[src/rtl/smc_pkg.sv]
package smc_pkg;

    typedef enum logic [2:0] {
        ENT_FREE,
        ENT_SNOOP,
        ENT_WAIT_WB,
        ENT_READY,
        ENT_INFLIGHT
    } ent_state_e;

    typedef struct packed {
        logic shared;
        logic dirty;
    } snoop_sum_t;

    localparam int unsigned INIT_MUL = 37;
    localparam int unsigned INIT_ADD = 11;

    function automatic logic [31:0] init_word(input int unsigned line);
        return 32'(line * INIT_MUL + INIT_ADD);
    endfunction

endpackage

[src/rtl/smc_pick_first.sv]
module smc_pick_first #(
    parameter int N  = 4,
    parameter int IW = (N > 1) ? $clog2(N) : 1
) (
    input  logic [N-1:0]  req,
    output logic          found,
    output logic [IW-1:0] idx
);
    always_comb begin
        found = 1'b0;
        idx   = '0;
        for (int i = N - 1; i >= 0; i--) begin
            if (req[i]) begin
                found = 1'b1;
                idx   = IW'(i);
            end
        end
    end
endmodule

[src/rtl/smc_snoop_collect.sv]
module smc_snoop_collect
    import smc_pkg::*;
#(
    parameter int N_CACHE = 4
) (
    input  logic               clk,
    input  logic               rst,
    input  logic               start,
    input  logic [N_CACHE-1:0] snp_valid,
    input  logic [N_CACHE-1:0] snp_shared,
    input  logic [N_CACHE-1:0] snp_dirty,
    output logic               busy,
    output logic               done,
    output snoop_sum_t         sum
);
    logic               busy_q;
    logic [N_CACHE-1:0] seen_q, shr_q, drt_q;
    logic [N_CACHE-1:0] seen_n, shr_n, drt_n;

    assign seen_n = seen_q | snp_valid;
    assign shr_n  = shr_q | (snp_valid & snp_shared);
    assign drt_n  = drt_q | (snp_valid & snp_dirty);

    assign busy       = busy_q;
    assign done       = busy_q && (&seen_n);
    assign sum.shared = |shr_n;
    assign sum.dirty  = |drt_n;

    always_ff @(posedge clk) begin
        if (rst) begin
            busy_q <= 1'b0;
            seen_q <= '0;
            shr_q  <= '0;
            drt_q  <= '0;
        end else if (start) begin
            busy_q <= 1'b1;
            seen_q <= '0;
            shr_q  <= '0;
            drt_q  <= '0;
        end else if (busy_q) begin
            if (done) begin
                busy_q <= 1'b0;
            end else begin
                seen_q <= seen_n;
                shr_q  <= shr_n;
                drt_q  <= drt_n;
            end
        end
    end
endmodule

[src/rtl/smc_line_store.sv]
module smc_line_store
    import smc_pkg::*;
#(
    parameter int ADDR_W = 4,
    parameter int DATA_W = 16
) (
    input  logic              clk,
    input  logic              rst,
    input  logic              wr_en,
    input  logic [ADDR_W-1:0] wr_addr,
    input  logic [DATA_W-1:0] wr_data,
    input  logic [ADDR_W-1:0] rd_addr,
    output logic [DATA_W-1:0] rd_data
);
    localparam int DEPTH = 1 << ADDR_W;

    logic [DATA_W-1:0] mem_q [DEPTH];

    assign rd_data = mem_q[rd_addr];

    always_ff @(posedge clk) begin
        if (rst) begin
            for (int a = 0; a < DEPTH; a++) begin
                mem_q[a] <= DATA_W'(init_word(a));
            end
        end else if (wr_en) begin
            mem_q[wr_addr] <= wr_data;
        end
    end
endmodule

[src/rtl/smc_lat_pipe.sv]
module smc_lat_pipe #(
    parameter int LAT = 6,
    parameter int SW  = 2
) (
    input  logic          clk,
    input  logic          rst,
    input  logic          in_valid,
    input  logic [SW-1:0] in_slot,
    output logic          out_valid,
    output logic [SW-1:0] out_slot
);
    logic [LAT-1:0] v_q;
    logic [SW-1:0]  s_q [LAT];

    always_ff @(posedge clk) begin
        if (rst) begin
            v_q <= '0;
            for (int k = 0; k < LAT; k++) s_q[k] <= '0;
        end else begin
            v_q[0] <= in_valid;
            s_q[0] <= in_slot;
            for (int k = 1; k < LAT; k++) begin
                v_q[k] <= v_q[k-1];
                s_q[k] <= s_q[k-1];
            end
        end
    end

    assign out_valid = v_q[LAT-1];
    assign out_slot  = s_q[LAT-1];
endmodule

[src/rtl/snoop_mem_ctrl.sv]
module snoop_mem_ctrl
    import smc_pkg::*;
#(
    parameter int N_CACHE = 4,
    parameter int N_ENT   = 4,
    parameter int ID_W    = 2,
    parameter int ADDR_W  = 4,
    parameter int DATA_W  = 16,
    parameter int MEM_LAT = 6
) (
    input  logic               clk,
    input  logic               rst,
    input  logic               req_valid,
    input  logic               req_excl,
    input  logic [ID_W-1:0]    req_id,
    input  logic [ADDR_W-1:0]  req_addr,
    output logic               req_stall,
    input  logic [N_CACHE-1:0] snp_valid,
    input  logic [N_CACHE-1:0] snp_shared,
    input  logic [N_CACHE-1:0] snp_dirty,
    input  logic               wb_valid,
    input  logic [ADDR_W-1:0]  wb_addr,
    input  logic [DATA_W-1:0]  wb_data,
    output logic               fill_valid,
    output logic [ID_W-1:0]    fill_id,
    output logic [ADDR_W-1:0]  fill_addr,
    output logic [DATA_W-1:0]  fill_data,
    output logic               fill_shared
);
    localparam int SLOT_W = (N_ENT > 1) ? $clog2(N_ENT) : 1;

    // request table
    ent_state_e        st_q   [N_ENT];
    logic [ADDR_W-1:0] addr_q [N_ENT];
    logic [ID_W-1:0]   id_q   [N_ENT];
    logic [N_ENT-1:0]  excl_q;
    logic [N_ENT-1:0]  shr_q;

    logic [N_ENT-1:0] free_m, snoop_m, wait_m, ready_m, inflight_m, wb_hit;
    logic [N_ENT*ADDR_W-1:0] ent_addr_flat;

    for (genvar i = 0; i < N_ENT; i++) begin : g_mask
        assign free_m[i]     = (st_q[i] == ENT_FREE);
        assign snoop_m[i]    = (st_q[i] == ENT_SNOOP);
        assign wait_m[i]     = (st_q[i] == ENT_WAIT_WB);
        assign ready_m[i]    = (st_q[i] == ENT_READY);
        assign inflight_m[i] = (st_q[i] == ENT_INFLIGHT);
        assign wb_hit[i]     = wb_valid && (addr_q[i] == wb_addr);
        assign ent_addr_flat[i*ADDR_W +: ADDR_W] = addr_q[i];
    end

    // slot allocation and read issue
    logic              alloc_found, iss_found;
    logic [SLOT_W-1:0] alloc_idx, iss_idx;

    smc_pick_first #(.N(N_ENT), .IW(SLOT_W)) alloc_pick_i (
        .req(free_m), .found(alloc_found), .idx(alloc_idx)
    );
    smc_pick_first #(.N(N_ENT), .IW(SLOT_W)) issue_pick_i (
        .req(ready_m), .found(iss_found), .idx(iss_idx)
    );

    // snoop collection
    logic              col_busy, col_done, accept;
    snoop_sum_t        col_sum;
    logic [SLOT_W-1:0] cslot_q;

    assign req_stall = !alloc_found || col_busy;
    assign accept    = req_valid && !req_stall;

    smc_snoop_collect #(.N_CACHE(N_CACHE)) collect_i (
        .clk(clk), .rst(rst), .start(accept),
        .snp_valid(snp_valid), .snp_shared(snp_shared), .snp_dirty(snp_dirty),
        .busy(col_busy), .done(col_done), .sum(col_sum)
    );

    always_ff @(posedge clk) begin
        if (rst) cslot_q <= '0;
        else if (accept) cslot_q <= alloc_idx;
    end

    // memory latency and line store
    logic              pipe_v;
    logic [SLOT_W-1:0] pipe_slot;
    logic [DATA_W-1:0] rd_data;

    smc_lat_pipe #(.LAT(MEM_LAT), .SW(SLOT_W)) pipe_i (
        .clk(clk), .rst(rst), .in_valid(iss_found), .in_slot(iss_idx),
        .out_valid(pipe_v), .out_slot(pipe_slot)
    );

    smc_line_store #(.ADDR_W(ADDR_W), .DATA_W(DATA_W)) store_i (
        .clk(clk), .rst(rst), .wr_en(wb_valid), .wr_addr(wb_addr),
        .wr_data(wb_data), .rd_addr(addr_q[pipe_slot]), .rd_data(rd_data)
    );

    assign fill_valid  = pipe_v;
    assign fill_id     = id_q[pipe_slot];
    assign fill_addr   = addr_q[pipe_slot];
    assign fill_data   = rd_data;
    assign fill_shared = shr_q[pipe_slot] && !excl_q[pipe_slot];

    // entry state transitions
    always_ff @(posedge clk) begin
        if (rst) begin
            for (int i = 0; i < N_ENT; i++) begin
                st_q[i]   <= ENT_FREE;
                addr_q[i] <= '0;
                id_q[i]   <= '0;
            end
            excl_q <= '0;
            shr_q  <= '0;
        end else begin
            for (int i = 0; i < N_ENT; i++) begin
                unique case (st_q[i])
                    ENT_FREE: begin
                        if (accept && alloc_idx == SLOT_W'(i)) begin
                            st_q[i]   <= ENT_SNOOP;
                            addr_q[i] <= req_addr;
                            id_q[i]   <= req_id;
                            excl_q[i] <= req_excl;
                            shr_q[i]  <= 1'b0;
                        end
                    end
                    ENT_SNOOP: begin
                        if (col_done && cslot_q == SLOT_W'(i)) begin
                            shr_q[i] <= col_sum.shared || col_sum.dirty;
                            st_q[i]  <= (col_sum.dirty && !wb_hit[i]) ? ENT_WAIT_WB : ENT_READY;
                        end
                    end
                    ENT_WAIT_WB: begin
                        if (wb_hit[i]) st_q[i] <= ENT_READY;
                    end
                    ENT_READY: begin
                        if (iss_found && iss_idx == SLOT_W'(i)) st_q[i] <= ENT_INFLIGHT;
                    end
                    ENT_INFLIGHT: begin
                        if (pipe_v && pipe_slot == SLOT_W'(i)) st_q[i] <= ENT_FREE;
                    end
                    default: st_q[i] <= ENT_FREE;
                endcase
            end
        end
    end
endmodule

[config.mk]
export PLATFORM = sky130hd
export DESIGN_NAME = snoop_mem_ctrl
export DESIGN_NICKNAME = d
export VERILOG_FILES = /design/src/rtl/smc_pkg.sv /design/src/rtl/smc_pick_first.sv /design/src/rtl/smc_snoop_collect.sv /design/src/rtl/smc_line_store.sv /design/src/rtl/smc_lat_pipe.sv /design/src/rtl/snoop_mem_ctrl.sv
export SDC_FILE = /design/constraint.sdc
export NUM_CORES = 1
export LEC_CHECK = 0
export ABC_AREA = 1
export BUFFER_PORTS_ARGS = -buffer_cell sky130_fd_sc_hd__clkbuf_2
export CAP_MARGIN = 5
export CORE_ASPECT_RATIO = 2
export CORE_UTILIZATION = 25
export DETAILED_ROUTE_END_ITERATION = 8
export GPL_ROUTABILITY_DRIVEN = 1
export GPL_TIMING_DRIVEN = 1
export PLACE_DENSITY = 0.43
export SLEW_MARGIN = 20
export SYNTH_ARGS = -nofsm -noshare
export SYNTH_HDL_FRONTEND = slang
export SYNTH_HIERARCHICAL = 1
export SYNTH_SLANG_ARGS = --single-unit
[constraint.sdc]
create_clock -name clk -period 2.8 [get_ports clk]
set_clock_uncertainty 0.05 [all_clocks]
set_input_delay 0.28 -clock clk [delete_from_list [all_inputs] [get_ports clk]]
set_output_delay 0.28 -clock clk [all_outputs]
set_load 0.05 [all_outputs]
==> results.yml <==
status:
  status: "finished with violations"
  failed_checks: "negative setup slack"
detailed_routing:
  postRouteAntennaNets: 0
  drc: 0
  wl_um: 60200
  drtIter0Drc: 872
  via_count: 13400
  vias_per_cell: 4.52
  wire_per_inst_um: 20.2
  first_pass_iters: 5
timing:
  timing.final.crit_share: 1.03
  relSlewSlack: 0.353
  rsz0062_at_grt: "true"
  hold_viol: 0
  period_needed_ns: 2.88
  timing.final.ws_setup_ns: -0.0832
  max_freq_ghz: 0.347
  finalMaxSlewViolations: 0
  final-setup-viol-count: 15
  final.setup.tns_ns: -0.882
  worst_pin_slew_ns: 0.969
global_route:
  grt_max_degree: 37
  grtUsageTotal: 0.183
  grt_pass1_vias: 13700
  gr-total-overflow: 0
  antenna_found_initial: 0
  grt_pass1_wl_um: 87800
synthesis:
  synthMuxAreaShare: 0
  synth-seq-area-share: 0.582
  synth_xor_area_frac: 0.00106
  synth_compound_area_frac: 0.0216
  synth_area_per_cell_um2: 8.52
  synth_top_cell_by_area: "edfxtp_1"
  synth-simple-area-share: 0.285
  yosys_register_bits: 333
  synth.distinct_cells: 39
  synthCells: 1933
  synth.area.top_cells: "edfxtp_1 (53%), nand2_1 (12%), inv_1 (7.5%), nand3_1 (7.4%), nor2_1 (6.4%)"
  syn-cell-area_um2: 16500
  synth_nets: 1976
  synth_top_family_by_area: "simple AND/OR/NAND/NOR gates"
  yosys.area_share.adder: 0
  yosys_warnings: 6
  synth_top_area_share: 0.532
clock_network:
  worstSkewPairLatency_ns: 0.53
  clock-sinks: 333
  cts_buffers: 35
  cts.path.max_buffers: 3
  clockRootBuffer: "clkbuf_16"
  cts_tree: "built"
  clkTransAtPathRegs_ns: 0.06
  htree_num_levels: 2
final_layout:
  layout_common_cells: "nand2_1 (476), inv_1 (327), edfxtp_1 (292), nor2_1 (283), nand3_1 (104)"
  nets: 2122
  diodes: 0
  fin_util: 0.335
  layout_commonest_cell: "nand2_1"
  final_layout_size_suffix_gt1_frac: 0.236
  syn_to_final_growth_pct: 32.0
  fillCellCount: 6743
  final_design_area_no_fill_um2: 21700
min_path:
  hold_start: "snp_valid[0]"
  hp-class: "input pin to flip-flop"
floorplanning:
  start_util: 0.254
  fp-row-count: 132
  dieArea_um2: 67000
  design.core.area_um2: 64900
  fp.dieW_um: 184
  ios: 68
  die_h_um: 365
run:
  maxCapViolCount: 0
worst_setup_path:
  cp_max_fo: 36
  crit_required_ns: 2.47
  r2r_start: "st_q[1][0]"
  cp-end-kind: "output pin"
  start_kind: "flip-flop"
  path_class: "flip-flop to output pin"
  cp.arrival_ns: 2.55
  crit_start: "pipe_i/s_q[0][11]"
placed_design:
  dpl.hpwl_um: 40500
  postPlaceCellArea_um2: 18200
  globalplace.congestion: 0.863
  io_buffers: 67
power_and_ir_drop:
  vdd_drop_max_v: 0.000405
  p_total_mw: 12.7
  p_leak_nw: 9.52
  power_density_nw_per_um2: 584
==> registers in the layout, indices dropped and copies added, names as in the netlist, 4 cells and up <==
register          flops
excl_q                4
st_q                 12
collect_i/seen_q      4
collect_i/shr_q       4
collect_i/drt_q       4
id_q                  8
pipe_i/v_q            6
pipe_i/s_q           12
store_i/mem_q       256
shr_q                 4
addr_q               16
==> where the power goes <==
group          switching, mW  internal [mW]
registers             0.0915           5.65
clock network           2.02           2.76
logic                   1.40          0.773
total                   3.52           9.18
==> final timing paths <==
kind	endpoint	slack, ns	depth (start not counted)
setup / recovery	fill_data[15]	-0.08	13
hold / removal	collect_i/seen_q[0]	0.04	3
setup reg to reg	st_q[1][0]	0.37	11
hold reg to reg	pipe_i/s_q[0][8]	0.34	2
==> area by class of cell <==
type	instances	area, um2	share of cell area
Sequential cell	333	9600	0.441
Tap cell	871	1090	0.0501
Inverter	353	1350	0.0619
Clock inverter	10	135	0.00622
Clock buffer	50	995	0.0458
Timing Repair Buffer	202	2320	0.107
Multi-Input combinational cell	1154	6250	0.288
==> critical path: stages, from the launching register on <==
cell	delay, ns
dfxtp_4	0.37
buf_6	0.12
nand3_2	0.07
o21ai_2	0.06
a21oi_2	0.15
o21ai_4	0.13
buf_4	0.17
buf_12	0.16
nand2_1	0.10
nand3_2	0.14
nand3_2	0.12
nand3_2	0.11
nand2_4	0.12
clkbuf_16	0.17
==> routing by layer <==
layer  routed length [um]  global-route usage
met5                    0                   0
met2                33500               0.362
met4                 4390               0.121
met3                 2100              0.0201
met1                20200               0.175
==> metrics by stage <==
stage | setup WS [ns] | cells | hold slack, ns
final | -0.0832 | 2973 | 0.0350
after global routing | -0.235 | 2973 | 0.0433
after floorplan | -0.0113 | 1933 | 0.299
after CTS | -0.129 | 2971 | 0.00805
after detailed placement | -0.169 | 2852 | 0.345
after global placement | -0.214 | 2852 | 0.343
==> logic make-up after synthesis <==
family / after synthesis
flops: 333
buf+inv: 446
compound gates: 62
simple gates: 1090
xor+xnor: 2
==> cells in the mapped netlist <==
master    number
a211oi_1       1
a21oi_1       22
a21oi_2        4
a22oi_1        5
a22oi_2        1
buf_1         11
buf_2         43
buf_4          3
buf_6          5
buf_8          2
clkbuf_1      28
clkbuf_8       1
dfxtp_1       41
edfxtp_1     292
inv_1        331
inv_2         21
inv_4          1
nand2_1      511
nand2_2        4
nand2_4        3
nand3_1      243
nand3_2        2
nand3_4        3
nand4_1        8
nand4_4        1
nor2_1       283
nor2_2         4
nor2_4        11
nor3_1         8
nor3_2         3
nor3_4         4
nor4_1         1
o211ai_1       2
o21ai_0       22
o21ai_1        2
o22ai_1        3
or2_2          1
xnor2_1        1
xor2_1         1
==> timing repair <==
item,CTS,global route
pin swaps,54,3
hold buffers,1,0
gates cloned,16,0
setup endpoints to repair,17,16
buffers inserted,42,2
gates resized for setup,302,15
endpoints found under the hold margin,4,0
Power figures use the tool's default switching activity.
